### src/rtl/seqmul_pkg.sv
// Shared definitions for the time-shared multiplier.
// Assumes: nothing beyond standard SystemVerilog.
package seqmul_pkg;
    // Sequencer states: idle, low partial, high partial, two ready cycles.
    typedef enum logic [2:0] {
        ST_IDLE = 3'd0,
        ST_LO   = 3'd1,
        ST_HI   = 3'd2,
        ST_RDY1 = 3'd3,
        ST_RDY2 = 3'd4
    } mstate_t;
endpackage

### src/rtl/seqmul_ctrl.sv
// Sequencer for the shared multiplier: accepts a request only when idle,
// steps through two compute states, then holds ready for two cycles.
// Assumes: load is a level sampled on every rising edge; reset is synchronous.
module seqmul_ctrl
    import seqmul_pkg::*;
(
    input  logic clk,
    input  logic rst_n,
    input  logic load,
    output logic accept,
    output logic do_lo,
    output logic do_hi,
    output logic ready
);
    mstate_t state_q, state_d;

    // Next-state selection; requests outside idle are dropped.
    always_comb begin
        state_d = state_q;
        unique case (state_q)
            ST_IDLE: if (load) state_d = ST_LO;
            ST_LO:   state_d = ST_HI;
            ST_HI:   state_d = ST_RDY1;
            ST_RDY1: state_d = ST_RDY2;
            ST_RDY2: state_d = ST_IDLE;
            default: state_d = ST_IDLE;
        endcase
    end

    // State register with synchronous active-low reset.
    always_ff @(posedge clk) begin
        if (!rst_n) state_q <= ST_IDLE;
        else        state_q <= state_d;
    end

    // Decoded strobes for the datapath and the handshake output.
    always_comb begin
        accept = (state_q == ST_IDLE) && load;
        do_lo  = (state_q == ST_LO);
        do_hi  = (state_q == ST_HI);
        ready  = (state_q == ST_RDY1) || (state_q == ST_RDY2);
    end

    // ready appears after the second edge following acceptance.
    p_latency_r3: assert property (@(posedge clk) disable iff (!rst_n)
        accept |=> !ready ##1 !ready ##1 ready);

    // ready is never a single-cycle pulse.
    p_ready_rise_r4: assert property (@(posedge clk) disable iff (!rst_n)
        $rose(ready) |=> ready);

    // ready never lasts beyond two cycles.
    p_ready_fall_r4: assert property (@(posedge clk) disable iff (!rst_n)
        (ready && $past(ready)) |=> !ready);

    // a busy unit never starts a new low-partial step.
    p_busy_ignore_r6: assert property (@(posedge clk) disable iff (!rst_n)
        (ready || do_lo || do_hi) |=> !do_lo);
endmodule

### src/rtl/seqmul_dp.sv
// Datapath for the shared multiplier: operand capture, low-half partial
// product, then high-half partial added and written to the result register.
// Assumes: DW is even; strobes come one per cycle from the sequencer.
module seqmul_dp #(
    parameter int DW = 8
) (
    input  logic            clk,
    input  logic            rst_n,
    input  logic            accept,
    input  logic            do_lo,
    input  logic            do_hi,
    input  logic [DW-1:0]   a_in,
    input  logic [DW-1:0]   b_in,
    output logic [2*DW-1:0] product
);
    localparam int PW = 2 * DW;
    localparam int HW = DW / 2;

    logic [DW-1:0] op_a_q, op_b_q;
    logic [PW-1:0] acc_q;
    logic [PW-1:0] part_lo, part_hi;

    // Partial products over the two halves of the second operand.
    always_comb begin
        part_lo = PW'(op_a_q) * PW'(op_b_q[HW-1:0]);
        part_hi = (PW'(op_a_q) * PW'(op_b_q[DW-1:HW])) << HW;
    end

    // Operand capture, only on an accepted request.
    always_ff @(posedge clk) begin
        if (!rst_n) begin
            op_a_q <= '0;
            op_b_q <= '0;
        end else if (accept) begin
            op_a_q <= a_in;
            op_b_q <= b_in;
        end
    end

    // Low-half accumulation step.
    always_ff @(posedge clk) begin
        if (!rst_n)     acc_q <= '0;
        else if (do_lo) acc_q <= part_lo;
    end

    // Result register: written once per request, held otherwise.
    always_ff @(posedge clk) begin
        if (!rst_n)     product <= '0;
        else if (do_hi) product <= acc_q + part_hi;
    end

    // result changes only on the final compute step.
    p_product_hold_r5: assert property (@(posedge clk) disable iff (!rst_n)
        !do_hi |=> $stable(product));
endmodule

### src/rtl/seqmul_share.sv
// Top of the time-shared multiplier: one unsigned DW x DW unit with a
// load/ready handshake; ready lasts two cycles, busy loads are dropped.
// Assumes: requesters wait for ready before issuing the next load.
module seqmul_share #(
    parameter int DW = 8
) (
    input  logic            clk,
    input  logic            rst_n,
    input  logic            load,
    input  logic [DW-1:0]   mult_a,
    input  logic [DW-1:0]   mult_b,
    output logic            ready,
    output logic [2*DW-1:0] product
);
    localparam int PW = 2 * DW;

    logic accept, do_lo, do_hi;

    seqmul_ctrl u_ctrl (
        .clk    (clk),
        .rst_n  (rst_n),
        .load   (load),
        .accept (accept),
        .do_lo  (do_lo),
        .do_hi  (do_hi),
        .ready  (ready)
    );

    seqmul_dp #(.DW(DW)) u_dp (
        .clk     (clk),
        .rst_n   (rst_n),
        .accept  (accept),
        .do_lo   (do_lo),
        .do_hi   (do_hi),
        .a_in    (mult_a),
        .b_in    (mult_b),
        .product (product)
    );

    // on the rising edge of ready the product matches the port
    // operands seen three edges earlier, when load was sampled.
    p_value_r2: assert property (@(posedge clk) disable iff (!rst_n)
        $rose(ready) |-> ($past(load, 3) &&
            product == PW'($past(mult_a, 3)) * PW'($past(mult_b, 3))));
endmodule

### config.mk
export PLATFORM = sky130hd
export DESIGN_NAME = seqmul_share
export DESIGN_NICKNAME = d
export VERILOG_FILES = /design/src/rtl/seqmul_pkg.sv /design/src/rtl/seqmul_ctrl.sv /design/src/rtl/seqmul_dp.sv /design/src/rtl/seqmul_share.sv
export SDC_FILE = /design/constraint.sdc
export NUM_CORES = 1
export LEC_CHECK = 0
export BUFFER_PORTS_ARGS = -buffer_cell sky130_fd_sc_hd__buf_2
export CAP_MARGIN = 20
export CORE_MARGIN = 5
export CORE_UTILIZATION = 65
export DETAILED_ROUTE_END_ITERATION = 12
export PLACE_DENSITY = 0.89
export SLEW_MARGIN = 20
export SYNTH_ARGS = -nofsm -noshare
export SYNTH_HDL_FRONTEND = slang
export SYNTH_SLANG_ARGS = --single-unit
### constraint.sdc
create_clock -name clk -period 6.4 [get_ports clk]
set_input_delay 0.32 -clock clk [delete_from_list [all_inputs] [get_ports clk]]
set_output_delay 0.32 -clock clk [all_outputs]
set_load 0.1 [all_outputs]
Yosys cells after proc, flatten, opt, wreduce, memory -nomap -nowiden
Index checks and enable logic that the tools add are counted.
{"block": "totals", "ff_bits": 47, "out_inout_bits": 17}
{"block": "op_classes", "n_addsub": 1, "n_mul": 2, "eq_ne": 5, "mux": 2, "reduce_logical": 3}
{"cell": "multiplier 8 x 4 -> 12 bit", "n": 2}
{"cell": "adder 12 x 16 -> 16 bit", "n": 1}
{"cell": "one-hot mux 3 bit (4 select lines)", "n": 1}
{"cell": "equality test 3 x 2 -> 1 bit (second input constant)", "n": 2}
{"cell": "equality test 3 x 1 -> 1 bit (second input constant)", "n": 1}
{"cell": "equality test 3 bit (second input constant)", "n": 1}
{"cell": "zero test 3 bit", "n": 1}
{"cell": "2-to-1 mux 3 bit", "n": 1}
{"cell": "inequality test 2 bit (second input constant)", "n": 1}
{"cell": "logical AND 1 bit", "n": 1}
{"cell": "logical OR 1 bit", "n": 1}

Depth between registers and ports, before layout
{"block": "depth", "ltp_word": 2, "mapped_depth": 17, "depth_no_buf": 16}

By module
From an unflattened synthesis, not the netlist that was laid out.
{"block": "hier_totals", "hier_cells": 404, "hier_area_um2": 3903.7}
{"mod": "seqmul_dp", "n_inst": 1, "cells_each": 389, "area_per_inst_um2": 3743.6, "seq_area_each_um2": 880.8}
{"mod": "seqmul_ctrl", "n_inst": 1, "cells_each": 15, "area_per_inst_um2": 160.2, "seq_area_each_um2": 60.1}

Least setup slack after synthesis
No wires, ideal clock.
{"block": "synth_path", "kind": "register to register", "startpoint": "register u_dp.op_a_q[2]", "endpoint": "register u_dp.product[15]", "setup_ns": 0.125, "t_arrival_ns": 3.674, "required_ns": 6.275, "path_slack_ns": 2.600, "stages_incl_launch_ff": 17, "period_less_slack_ns": 3.800, "cell_sequence": "dfxtp_1 -> clkbuf_1 -> nand2_1 -> fa_1 -> inv_1 -> fa_1 -> ha_1 -> a21o_1 -> a21oi_1 -> xnor2_1 -> ha_1 -> a21oi_1 -> o211ai_1 -> a31oi_1 -> nor3b_1 -> a211oi_1 -> nor3_2"}
{"block": "synth_between", "elab_chain_cells": 2}
{"element": "start: declaration", "line_no": "seqmul_dp.sv:19", "source": "logic [DW-1:0] op_a_q, op_b_q;"}
{"element": "start signal: assignment", "line_no": "seqmul_dp.sv:35", "source": "op_a_q <= a_in;"}
{"element": "multiplier 8 x 4 -> 12 bit", "line_no": "seqmul_dp.sv:26", "source": "part_hi = (PW'(op_a_q) * PW'(op_b_q[DW-1:HW])) << HW;"}
{"element": "adder 12 x 16 -> 16 bit", "line_no": "seqmul_dp.sv:49", "source": "else if (do_hi) product <= acc_q + part_hi;"}
{"element": "end signal: assignment", "line_no": "seqmul_dp.sv:49"}
{"element": "end: declaration", "line_no": "seqmul_dp.sv:14", "source": "output logic [2*DW-1:0] product"}
No other way between the ends.
A chain may end at the register's enable or synchronous reset.

Worst setup path in the final report
{"block": "layout_path", "startpoint": "register u_dp.op_a_q[0]", "endpoint": "register u_dp.product[15]"}
Same word-level chain as after synthesis.

==> flow_summary.rst <==
.. list-table::
   :header-rows: 1

   * - Metric
     - Value
   * - Run status
     - complete, no violations
   * - Max-slew violations
     - 0
   * - Global-route wire length before repair
     - ~15000 um
   * - Compound-cell area share of the yosys netlist
     - 16.53%
   * - Placeable Area
     - a little under 6000 um^2
   * - Placed Instance Area
     - 4081 um^2
   * - Largest family of logic cells by synthesized area
     - adder cells
   * - First drt pass iteration count
     - 4
   * - Period minus WS final
     - 4.196 ns
   * - Skew final
     - about 0.015 ns
   * - Initial cell density of the core
     - between 60% and 70%
   * - Net count after synthesis
     - 563
   * - Layout Cells excl Fill
     - 577
   * - Register area share after synthesis
     - between 20% and 30%
   * - Initial antenna violation count
     - 0
   * - Actual slew at the worst max-slew pin
     - about 0.65 ns
   * - Amount of wire on met2 after detailed routing
     - approximately 4000 um
   * - Worst VDD drop
     - around 0.10 mV
   * - Clock buffer count from CTS
     - 5
   * - Simple logic cell fraction of the synthesized area
     - between 20% and 30%
   * - Number of global-route vias before repair
     - 3338
   * - Clock root buffer
     - clkbuf_8
   * - Diodes inserted
     - 0
   * - Unrepaired setup endpoints after global routing
     - no
   * - Clock latency at the later pin of the worst-skew pair
     - around 0.31 ns
   * - Clk sink count
     - 47
   * - Via density
     - about 5.7
   * - Synth Area per Inst
     - 8.109 um^2
   * - Final number of setup-violating endpoints
     - 0
   * - Half-perimeter wire length after placement
     - roughly 6400 um
   * - Areal power density over the cells
     - approximately 160 nW/um^2
   * - Routed length per placed instance
     - roughly 14 um
   * - Remaining number of nets flagged by the antenna check after routing
     - 0
   * - Wire length after detailed routing
     - 8299 um
   * - Startpoint type of the worst setup path
     - register
   * - Number of max-cap violations
     - 0
   * - Sum of negative setup slack
     - 0 ns
   * - Endpoints failing hold
     - 0
   * - Number of distinct library cells after synthesis
     - 44
   * - Fraction of final layout cells sized beyond drive strength 1
     - 10.16%
   * - Uppermost layer routed
     - met4
   * - Number of nets in the layout
     - about 590
   * - Number of placement rows
     - 28
   * - Clock edge transition at the registers on the reported setup and hold paths
     - ~0.11 ns
   * - Via Count
     - 3275
   * - Worst min-delay path class
     - in2reg
   * - Multiplexer share of the synthesized area
     - 0%
   * - CP arrival
     - roughly 4.4 ns
   * - Highest net fanout along the worst path
     - 9
   * - Share of synthesized cell area in full adder, half adder and majority cells
     - a little over a quarter
   * - H-tree lvl count
     - 2
   * - Die area
     - ~7600 um^2
   * - Primary FF master, synth
     - dfxtp_1
   * - Post-CTS Setup Bufs
     - 0
   * - Cells after synthesis
     - between 400 and 500
   * - Type of destination of the critical path
     - register
   * - Worst relative slew slack
     - between 50% and 60%
   * - I/O Buffers
     - 35
   * - Boundary pin count
     - 36
   * - Number of enable-type register cells in the synthesized netlist
     - 0
   * - Vertical die dimension
     - between 80 and 90 um
   * - Critical Path RT
     - 6.59 ns
   * - Final design instance area without fill
     - approximately 4200 um^2
   * - Synth warnings
     - 0
   * - Portion of the clock cycle consumed by the worst path in the final layout
     - 65.56%
   * - Max Clock Freq
     - around 0.24 GHz
   * - Kind of critical path
     - reg2reg
   * - Post-Place Cells
     - around 570
   * - Pleak
     - 2.064 nW
   * - Number of DRC violations after detailed-routing iteration 0
     - about 240
   * - GR Util All Layers
     - around a quarter
   * - Routed wl met3
     - 382 um
   * - Residual overflow from global routing
     - 0
   * - Number of hold buffers added after cts
     - 0
   * - Final routed DRC violation total
     - 0
   * - Width of the chip
     - 87.23 um
   * - Max Buffers Root-to-Sink
     - 2
   * - Routability cong.
     - around 0.92
   * - CTS tree
     - yes
   * - Count of state elements after synthesis
     - 47
   * - # resized after CTS
     - 0
   * - Synth Area in XOR/XNOR
     - ~4.3%
   * - Pin count of the biggest net entering global routing
     - 39
   * - Met1 wire length
     - ~3700 um
   * - Relative area change from synthesis to final layout
     - 7.779%
   * - Cell area after technology mapping
     - between 3000 and 4000 um^2
   * - Synth async-reset ratio
     - 0%
-- placed cells by master (no fill, tap or decap), types with 3 or more instances in the layout --
cell,n
nand2_1,94
a21oi_1,51
dfxtp_1,47
ha_1,41
and2_1,40
buf_2,35
inv_1,32
fa_1,25
nor2_1,17
o21ai_0,14
xnor2_1,12
a21o_1,9
nand3_1,8
xor2_1,7
a211oi_1,6
o211ai_1,5
or3_1,5
nor3_1,5
clkbuf_8,5
o21bai_1,3
nor3b_1,3
o31ai_1,3
-- path summary, 6_finish.rpt --
kind                     from          endpoint  slack (ns)  cells after the start
max            u_dp.op_a_q[0]  u_dp.product[15]        2.20                     15
min                 mult_a[7]    u_dp.op_a_q[7]        0.23                      3
min reg2reg  u_dp.product[10]  u_dp.product[10]        0.45                      2
max reg2reg    u_dp.op_a_q[0]  u_dp.product[15]        2.20                     15
-- sequential cells by signal, indices dropped and copies added (netlist names) --
| signal | cells |
|---|---|
| u_ctrl.state_q | 3 |
| u_dp.acc_q | 12 |
| u_dp.op_a_q | 8 |
| u_dp.product | 16 |
| u_dp.op_b_q | 8 |
-- worst max-delay path, stage by stage, from the launching register on --
cell      delay [ns]
dfxtp_1         0.47
nand2_1         0.13
fa_1            0.56
inv_1           0.06
fa_1            0.54
ha_1            0.35
a21o_1          0.17
a21oi_1         0.17
xnor2_1         0.13
ha_1            0.29
a21oi_1         0.33
o211ai_1        0.17
a31oi_1         0.23
nor3b_1         0.08
a211oi_1        0.31
nor3_2          0.08
-- power breakdown --
group,total (W),switching (W),internal [W]
Sequential,0.000333,0.0000251,0.000308
Clock,0.000197,0.000116,0.0000812
Combinational,0.000145,0.000100,0.0000444
-- through the flow --
step / power, W / utilization (%) / setup WS, ns / hold WS (ns)
final: 0.0006754 / 71.41 / 2.204 / 0.2270
after floorplan: 0.0004478 / - / 2.600 / 0.4322
after global placement: 0.0004770 / 69.76 / 2.466 / 0.4343
after global routing: 0.0007098 / 71.41 / 1.854 / 0.2393
after CTS: 0.0006773 / 71.41 / 2.249 / 0.2282
after detailed placement: 0.0004821 / 69.76 / 2.322 / 0.4397
-- synthesized netlist by cell type (2+ instances only) --
cell type	instances	area share [%]
a2111oi_0	2	0.45
a211oi_1	6	1.2
a21o_1	9	1.7
a21oi_1	51	6.6
a31oi_1	2	0.32
and2_1	40	6.5
and3_1	2	0.32
buf_1	2	0.19
clkbuf_1	19	1.8
dfxtp_1	47	24
fa_1	25	13
ha_1	41	13
inv_1	33	3.2
nand2_1	94	9.1
nand2b_1	2	0.32
nand3_1	8	1.0
nor2_1	17	1.6
nor2b_1	2	0.32
nor3_1	5	0.65
nor3b_1	3	0.58
o2111ai_1	2	0.45
o211ai_1	5	0.97
o21ai_0	14	1.8
o21bai_1	3	0.58
o31ai_1	3	0.58
or3_1	5	0.81
or3b_1	2	0.45
xnor2_1	12	2.7
xor2_1	7	1.6
-- metal layers --
metal / up-vias / GRT usage, %
met1: 1525 / 30.03
met4: 0 / 7.531
met2: 71 / 42.58
met5: - / 0
met3: 22 / 3.406
li1: 1657 / -
-- area by class of cell --
type / instances / area, um^2
tap: 75 / 93.84
inverter: 33 / 123.9
multi-input combinational: 377 / 2733
clock buffer: 5 / 68.82
clock inverter: 3 / 27.53
fill: 455 / 1673
sequential: 47 / 940.9
timing repair buffer: 37 / 190.2
-- kinds of logic after synthesis --
family,count (synthesis)
simple gates,188
compound gates,104
fa+ha+maj,66
buf+inv,54
flops,47
xor+xnor,19
Power figures use the tool's default switching activity.
